==> src/rtl/phy_pwrseq_pkg.sv <==
package phy_pwrseq_pkg;

   typedef enum logic [3:0] {
      ST_OFF       = 4'd0,
      ST_CLK_WAIT  = 4'd1,
      ST_POR_WAIT  = 4'd2,
      ST_CFG_REQ   = 4'd3,
      ST_CFG_WAIT  = 4'd4,
      ST_UTMI_WAIT = 4'd5,
      ST_READY     = 4'd6,
      ST_SHUT_UTMI = 4'd7,
      ST_SHUT_POR  = 4'd8
   } seq_state_e;

   function automatic int unsigned settle_cycles(input int unsigned mhz,
                                                 input int unsigned usec);
      return mhz * usec;
   endfunction

   function automatic int unsigned max4(input int unsigned a, input int unsigned b,
                                        input int unsigned c, input int unsigned d);
      int unsigned m;
      m = a;
      if (b > m) m = b;
      if (c > m) m = c;
      if (d > m) m = d;
      return m;
   endfunction

endpackage

==> src/rtl/phy_pwrseq_timer.sv <==
module phy_pwrseq_timer #(
   parameter int unsigned CNT_W = 8
) (
   input  logic             clk,
   input  logic             rst,
   input  logic             load,
   input  logic [CNT_W-1:0] load_val,
   output logic             expired
);

   logic [CNT_W-1:0] cnt_q;

   always_ff @(posedge clk) begin
      if (rst) begin
         cnt_q <= '0;
      end else if (load) begin
         cnt_q <= load_val;
      end else if (cnt_q != '0) begin
         cnt_q <= cnt_q - 1'b1;
      end
   end

   assign expired = (cnt_q == '0);

endmodule

==> src/rtl/phy_pwrseq_fsm.sv <==
module phy_pwrseq_fsm
   import phy_pwrseq_pkg::*;
#(
   parameter int unsigned CNT_W    = 8,
   parameter int unsigned CLK_CYC  = 4,
   parameter int unsigned POR_CYC  = 4,
   parameter int unsigned CFG_CYC  = 4,
   parameter int unsigned UTMI_CYC = 4
) (
   input  logic             clk,
   input  logic             rst,
   input  logic             init_req,
   input  logic             exit_req,
   input  logic             cfg_done,
   input  logic             expired,
   output logic             timer_load,
   output logic [CNT_W-1:0] timer_val,
   output logic             capture,
   output logic             release_nxt,
   output logic             refclk_q,
   output logic             por_q,
   output logic             cfg_req_q,
   output logic             ready_q
);

   localparam logic [CNT_W-1:0] CLK_LD  = CNT_W'(CLK_CYC - 1);
   localparam logic [CNT_W-1:0] POR_LD  = CNT_W'(POR_CYC - 1);
   localparam logic [CNT_W-1:0] CFG_LD  = CNT_W'(CFG_CYC - 1);
   localparam logic [CNT_W-1:0] UTMI_LD = CNT_W'(UTMI_CYC - 1);

   seq_state_e state_q, state_d;

   always_comb begin
      state_d = state_q;
      unique case (state_q)
         ST_OFF: begin
            if (init_req && !exit_req) state_d = ST_CLK_WAIT;
         end
         ST_CLK_WAIT: begin
            if (exit_req)     state_d = ST_SHUT_UTMI;
            else if (expired) state_d = ST_POR_WAIT;
         end
         ST_POR_WAIT: begin
            if (exit_req)     state_d = ST_SHUT_UTMI;
            else if (expired) state_d = ST_CFG_REQ;
         end
         ST_CFG_REQ: begin
            if (exit_req)      state_d = ST_SHUT_UTMI;
            else if (cfg_done) state_d = ST_CFG_WAIT;
         end
         ST_CFG_WAIT: begin
            if (exit_req)     state_d = ST_SHUT_UTMI;
            else if (expired) state_d = ST_UTMI_WAIT;
         end
         ST_UTMI_WAIT: begin
            if (exit_req)     state_d = ST_SHUT_UTMI;
            else if (expired) state_d = ST_READY;
         end
         ST_READY: begin
            if (exit_req) state_d = ST_SHUT_UTMI;
         end
         ST_SHUT_UTMI: state_d = ST_SHUT_POR;
         ST_SHUT_POR:  state_d = ST_OFF;
         default:      state_d = ST_OFF;
      endcase
   end

   always_comb begin
      timer_load = 1'b0;
      timer_val  = '0;
      if (state_d != state_q) begin
         unique case (state_d)
            ST_CLK_WAIT:  begin timer_load = 1'b1; timer_val = CLK_LD;  end
            ST_POR_WAIT:  begin timer_load = 1'b1; timer_val = POR_LD;  end
            ST_CFG_WAIT:  begin timer_load = 1'b1; timer_val = CFG_LD;  end
            ST_UTMI_WAIT: begin timer_load = 1'b1; timer_val = UTMI_LD; end
            default:      begin timer_load = 1'b0; timer_val = '0;      end
         endcase
      end
   end

   assign capture     = (state_q == ST_OFF) && (state_d == ST_CLK_WAIT);
   assign release_nxt = (state_d == ST_UTMI_WAIT) || (state_d == ST_READY);

   always_ff @(posedge clk) begin
      if (rst) begin
         state_q   <= ST_OFF;
         refclk_q  <= 1'b0;
         por_q     <= 1'b1;
         cfg_req_q <= 1'b0;
         ready_q   <= 1'b0;
      end else begin
         state_q   <= state_d;
         refclk_q  <= (state_d != ST_OFF);
         por_q     <= (state_d == ST_OFF) || (state_d == ST_CLK_WAIT) ||
                      (state_d == ST_SHUT_POR);
         cfg_req_q <= (state_d == ST_CFG_REQ);
         ready_q   <= (state_d == ST_READY);
      end
   end

endmodule

==> src/rtl/phy_pwrseq_rstbank.sv <==
module phy_pwrseq_rstbank #(
   parameter int unsigned NUM_PORTS = 2,
   parameter int unsigned PORT_W    = 1
) (
   input  logic                 clk,
   input  logic                 rst,
   input  logic                 capture,
   input  logic [PORT_W-1:0]    port_sel,
   input  logic                 release_nxt,
   output logic [NUM_PORTS-1:0] utmi_rst
);

   logic [PORT_W-1:0] sel_q;
   logic [PORT_W-1:0] sel_d;

   assign sel_d = capture ? port_sel : sel_q;

   always_ff @(posedge clk) begin
      if (rst) sel_q <= '0;
      else     sel_q <= sel_d;
   end

   generate
      if (NUM_PORTS == 1) begin : g_single
         always_ff @(posedge clk) begin
            if (rst) utmi_rst[0] <= 1'b1;
            else     utmi_rst[0] <= !release_nxt;
         end
      end else begin : g_multi
         for (genvar i = 0; i < NUM_PORTS; i++) begin : g_port
            localparam logic [PORT_W-1:0] IDX = PORT_W'(i);
            always_ff @(posedge clk) begin
               if (rst) utmi_rst[i] <= 1'b1;
               else     utmi_rst[i] <= !(release_nxt && (sel_d == IDX));
            end
         end
      end
   endgenerate

endmodule

==> src/rtl/phy_pwrseq.sv <==
module phy_pwrseq
   import phy_pwrseq_pkg::*;
#(
   parameter int unsigned NUM_PORTS    = 2,
   parameter int unsigned CLK_FREQ_MHZ = 24,
   parameter int unsigned REFCLK_US    = 100,
   parameter int unsigned POR_US       = 300,
   parameter int unsigned CFG_US       = 2000,
   parameter int unsigned UTMI_US      = 2000,
   localparam int unsigned PORT_W      = (NUM_PORTS > 1) ? $clog2(NUM_PORTS) : 1
) (
   input  logic                 clk,
   input  logic                 rst,
   input  logic                 init_req,
   input  logic                 exit_req,
   input  logic [PORT_W-1:0]    port_sel,
   input  logic                 cfg_done,
   output logic                 refclk_en,
   output logic                 por_rst,
   output logic [NUM_PORTS-1:0] utmi_rst,
   output logic                 cfg_req,
   output logic                 ready
);

   localparam int unsigned CLK_CYC  = settle_cycles(CLK_FREQ_MHZ, REFCLK_US);
   localparam int unsigned POR_CYC  = settle_cycles(CLK_FREQ_MHZ, POR_US);
   localparam int unsigned CFG_CYC  = settle_cycles(CLK_FREQ_MHZ, CFG_US);
   localparam int unsigned UTMI_CYC = settle_cycles(CLK_FREQ_MHZ, UTMI_US);
   localparam int unsigned MAX_CYC  = max4(CLK_CYC, POR_CYC, CFG_CYC, UTMI_CYC);
   localparam int unsigned CNT_W    = (MAX_CYC > 1) ? $clog2(MAX_CYC) : 1;

   generate
      if (NUM_PORTS < 1) begin : g_bad_ports
         $error("phy_pwrseq: NUM_PORTS must be at least 1");
      end
      if (CLK_CYC < 1 || POR_CYC < 1 || CFG_CYC < 1 || UTMI_CYC < 1) begin : g_bad_wait
         $error("phy_pwrseq: every settle interval must be at least one cycle");
      end
   endgenerate

   logic             expired;
   logic             timer_load;
   logic [CNT_W-1:0] timer_val;
   logic             capture;
   logic             release_nxt;

   phy_pwrseq_timer #(
      .CNT_W (CNT_W)
   ) u_timer (
      .clk      (clk),
      .rst      (rst),
      .load     (timer_load),
      .load_val (timer_val),
      .expired  (expired)
   );

   phy_pwrseq_fsm #(
      .CNT_W    (CNT_W),
      .CLK_CYC  (CLK_CYC),
      .POR_CYC  (POR_CYC),
      .CFG_CYC  (CFG_CYC),
      .UTMI_CYC (UTMI_CYC)
   ) u_fsm (
      .clk         (clk),
      .rst         (rst),
      .init_req    (init_req),
      .exit_req    (exit_req),
      .cfg_done    (cfg_done),
      .expired     (expired),
      .timer_load  (timer_load),
      .timer_val   (timer_val),
      .capture     (capture),
      .release_nxt (release_nxt),
      .refclk_q    (refclk_en),
      .por_q       (por_rst),
      .cfg_req_q   (cfg_req),
      .ready_q     (ready)
   );

   phy_pwrseq_rstbank #(
      .NUM_PORTS (NUM_PORTS),
      .PORT_W    (PORT_W)
   ) u_rstbank (
      .clk         (clk),
      .rst         (rst),
      .capture     (capture),
      .port_sel    (port_sel),
      .release_nxt (release_nxt),
      .utmi_rst    (utmi_rst)
   );

endmodule

==> config.mk <==
export PLATFORM = sky130hd
export DESIGN_NAME = phy_pwrseq
export DESIGN_NICKNAME = d
export VERILOG_FILES = /design/src/rtl/phy_pwrseq_pkg.sv /design/src/rtl/phy_pwrseq_timer.sv /design/src/rtl/phy_pwrseq_fsm.sv /design/src/rtl/phy_pwrseq_rstbank.sv /design/src/rtl/phy_pwrseq.sv
export SDC_FILE = /design/constraint.sdc
export NUM_CORES = 1
export LEC_CHECK = 0
export BUFFER_PORTS_ARGS = -buffer_cell sky130_fd_sc_hd__buf_2
export CORE_UTILIZATION = 25
export CTS_CLUSTER_DIAMETER = 100
export DETAILED_ROUTE_END_ITERATION = 8
export PLACE_DENSITY_LB_ADDON = 0.2
export SLEW_MARGIN = 20
export SYNTH_ARGS = -nofsm -noshare
export SYNTH_HDL_FRONTEND = slang
export SYNTH_SLANG_ARGS = --single-unit
==> constraint.sdc <==
create_clock -name clk -period 2.8 [get_ports clk]
set_clock_uncertainty 0.2 [all_clocks]
set_input_delay 0.28 -clock clk [delete_from_list [all_inputs] [get_ports clk]]
set_output_delay 0.28 -clock clk [all_outputs]
set_load 0.02 [all_outputs]
==> flow_summary_export.csv <==
group,metric,value,unit
floorplan,io_pins,12,
final_layout,final_core_util,33.5,%
global_routing,antenna_found_initial,0,
synthesis,ys_types,45,
placed_design,place_area,1700,sq um
final_layout,drive_above_1_share,30.6,%
setup_path,worstRegToRegCells,10,
timing,period_share,97.2,%
final_layout,layout.nets,204,
final_layout,final_common_cell,"dfxtp_1",
setup_path,cp-end-kind,"register",
setup_path,r2r-end,"u_timer.cnt_q[12]",
setup_path,critical_path_required,2780,ps
floorplan,die-area,6160,sq um
synthesis,syn_area_per_cell,8.76,sq um
setup_path,cp_data_arrival_time,2700,ps
global_routing,grt_pass1_wl,5.74,mm
power_and_ir_drop,power_density,1120,nW/um^2
cts,cts_tree,"yes",
power_and_ir_drop,power,0.00209,W
floorplan,core,5570,sq um
global_routing,grt_pass1_vias,1168,
timing,setup_viol,0,
min_path,worstHoldStart,"port_sel",
detailed_routing,first_pass_iters,4,
setup_path,crit_fanout,8,
final_layout,finalInstanceArea,1870,sq um
global_routing,gr-total-overflow,0,
min_path,whs_path_depth,3,
cts,clkSinkCount,27,
final_layout,diodes,0,
setup_path,critical_path.cell_chain,"inv_2, ha_4, or3b_4, nor4_4, buf_4, o311ai_2, a31oi_2, mux2i_4, a31o_4, a32o_1",
setup_path,critical_path_class,"register to register",
final_layout,area_delta_synth_final,27.6,%
flow_run,cap_violations,0,
timing,fin_setup_tns,0,ps
cts,numCtsBuffers,3,
setup_path,crit_slowest_cell,"or3b_4",
power_and_ir_drop,cellLeakagePower,0.796,nW
power_and_ir_drop,irDropWorstVdd,566,uV
detailed_routing,drc,0,
cts,clk_pin_slew,100,ps
min_path,whs_endpoint,"u_rstbank.sel_q",
placed_design,io_buffers,11,
timing,hold_viol,0,
synthesis,syn_inst,167,
detailed_routing,postRouteAntennaNets,0,
floorplan,dieWidth,78.5,um
setup_path,cp_slowest_stage_delay,380,ps
synthesis,synth-edff-count,0,
floorplan,dieHeight,78.5,um
detailed_routing,wl_per_cell,13.3,um
timing,clock.fmax,0.367,GHz
cts,clockBufferDepth,2,
cts,clock_latency,280,ps
setup_path,start_kind,"register",
final_layout,register_area,543,sq um
synthesis,syn_nets,174,
placed_design,dp_hpwl,2.40,mm
timing,slew_headroom,60.8,%
cts,htree_levels,1,
placed_design,gp_congestion,0.818,
timing,whs,68.4,ps
synthesis,synth-warning-count,0,
global_routing,grt_util_all_layers,11.9,%
timing,worst_pin_slew,586,ps
final_layout,final_cell_mix,"25 x dfxtp_1, 18 x buf_4, 16 x nor2_1, 16 x nand2_1, 11 x buf_2",
synthesis,async_flop_share,0,%
detailed_routing,vias,1276,
setup_path,reg2reg_from,"u_timer.cnt_q[1]",
global_routing,grt_max_degree,19,
outcome,status,"finished clean",
floorplan,num_rows,27,
timing,slew_violations,0,
setup_path,r2r_setup_slack,80,ps
synthesis,synth_seq_area_share,37.0,%
synthesis,syn_area,1460,sq um
final_layout,num-fill-cells,585,
cts,cts_root_buf,"clkbuf_8",
floorplan,initial_core_util,26.2,%
synthesis,synthFlopType,"dfxtp_1",
timing,rsz0062_at_grt,"yes",
detailed_routing,drtIter0Drc,85,
timing,period_needed,2720,ps
detailed_routing,wirelength,3.58,mm
detailed_routing,vias_per_cell,4.76,
final_layout,multi_input_area,971,sq um
synthesis,ys_ff_latch,27,
min_path,hold_class,"input port to register",
==> cell type report <==
class                      count  area share [%]
inverter                       4           0.804
timing repair buffer          30            10.8
multi-input combinational    131            52.0
clock inverter                 1           0.268
sequential                    27            29.1
clock buffer                   3            2.21
tap                           72            4.83
==> cell usage after synthesis, types with 3 or more instances <==
| cell type | count | share of area [%] |
|---|---|---|
| dfxtp_1 | 27 | 37 |
| nand2_1 | 16 | 4.1 |
| nor2_1 | 16 | 4.1 |
| a21oi_1 | 9 | 3.1 |
| nor3_1 | 9 | 3.1 |
| xnor2_1 | 8 | 4.8 |
| xor2_1 | 8 | 4.8 |
| mux2i_1 | 7 | 4.8 |
| clkbuf_1 | 5 | 1.3 |
| o21ai_0 | 5 | 1.7 |
| a31oi_1 | 4 | 1.7 |
| inv_1 | 4 | 1.0 |
| nand2b_1 | 4 | 1.7 |
| and3b_1 | 3 | 1.8 |
| nand3_1 | 3 | 1.0 |
| or2_2 | 3 | 1.3 |
==> worst max path at each step <==
stage | from | end | depth (start not counted) | slack (ps)
floorplan | u_timer.cnt_q[3] | u_timer.cnt_q[13] | 8 | 80
global placement | u_timer.cnt_q[4] | u_timer.cnt_q[10] | 7 | 30
detailed placement | u_timer.cnt_q[4] | u_timer.cnt_q[10] | 7 | 60
CTS | u_timer.cnt_q[4] | u_timer.cnt_q[10] | 7 | 6
global route | u_timer.cnt_q[1] | u_timer.cnt_q[12] | 10 | -30
finish | u_timer.cnt_q[1] | u_timer.cnt_q[12] | 10 | 80
==> logic make-up (layout without fill, tap and decap cells) <==
kind of cell | count (synthesis) | count (layout) | share of synthesized area (%)
and+or+nand+nor | 73 | 73 | 28.5
AOI/OAI and AO/OA | 32 | 33 | 15.5
DFF | 27 | 27 | 37.0
xor gates and xnor gates | 16 | 16 | 9.58
buffers and inverters | 10 | 38 | 3.08
muxes | 8 | 8 | 5.56
adders and majority gates | 1 | 1 | 0.855
==> state kept, by name (all words and copies together), names as in the netlist <==
signal / cells
u_timer.cnt_q: 16
u_fsm.state_q: 4
u_rstbank.utmi_rst: 2
u_fsm.cfg_req_q: 1
u_fsm.por_q: 1
u_fsm.ready_q: 1
u_fsm.refclk_q: 1
u_rstbank.sel_q: 1
==> metrics by stage <==
step	setup WS [ps]	cells
floorplan	79.6	167
CTS	5.61	264
global placement	30.1	260
detailed placement	55.5	260
finish	77.0	268
global route	-28.3	268
==> worst max-delay path: cells and delay by family, from the launching register on <==
| kind | cells | cell delay, ps |
|---|---|---|
| buffers and inverters | 2 | 260 |
| AOI/OAI and AO/OA | 4 | 850 |
| DFF | 1 | 340 |
| adders and majority gates | 1 | 130 |
| and+or+nand+nor | 2 | 740 |
| muxes | 1 | 110 |
==> power breakdown <==
part           switching, W  internal (W)  leakage [nW]
sequential        0.0000958      0.000506         0.222
combinational      0.000650      0.000612         0.549
clock              0.000129      0.000100        0.0255
==> what timing repair did <==
item | in CTS | in global routing
setup buffers | 0 | 3
hold buffers | 0 | 0
gates resized for setup | 0 | 18
endpoints found under the setup margin | 0 | 16
==> metal layers <==
layer  routed length, um  GRT usage [%]  vias to the layer above  part of all wire, %
met4                  60           5.00                        0                  1.7
li1                    -              -                      658                    -
met2                1520           17.2                       12                   43
met3                  59           1.51                        5                  1.6
met1                1940           17.4                      601                   54
met5                   0              0                        -                    0
Note: power is estimated with default switching activity, not from simulation.
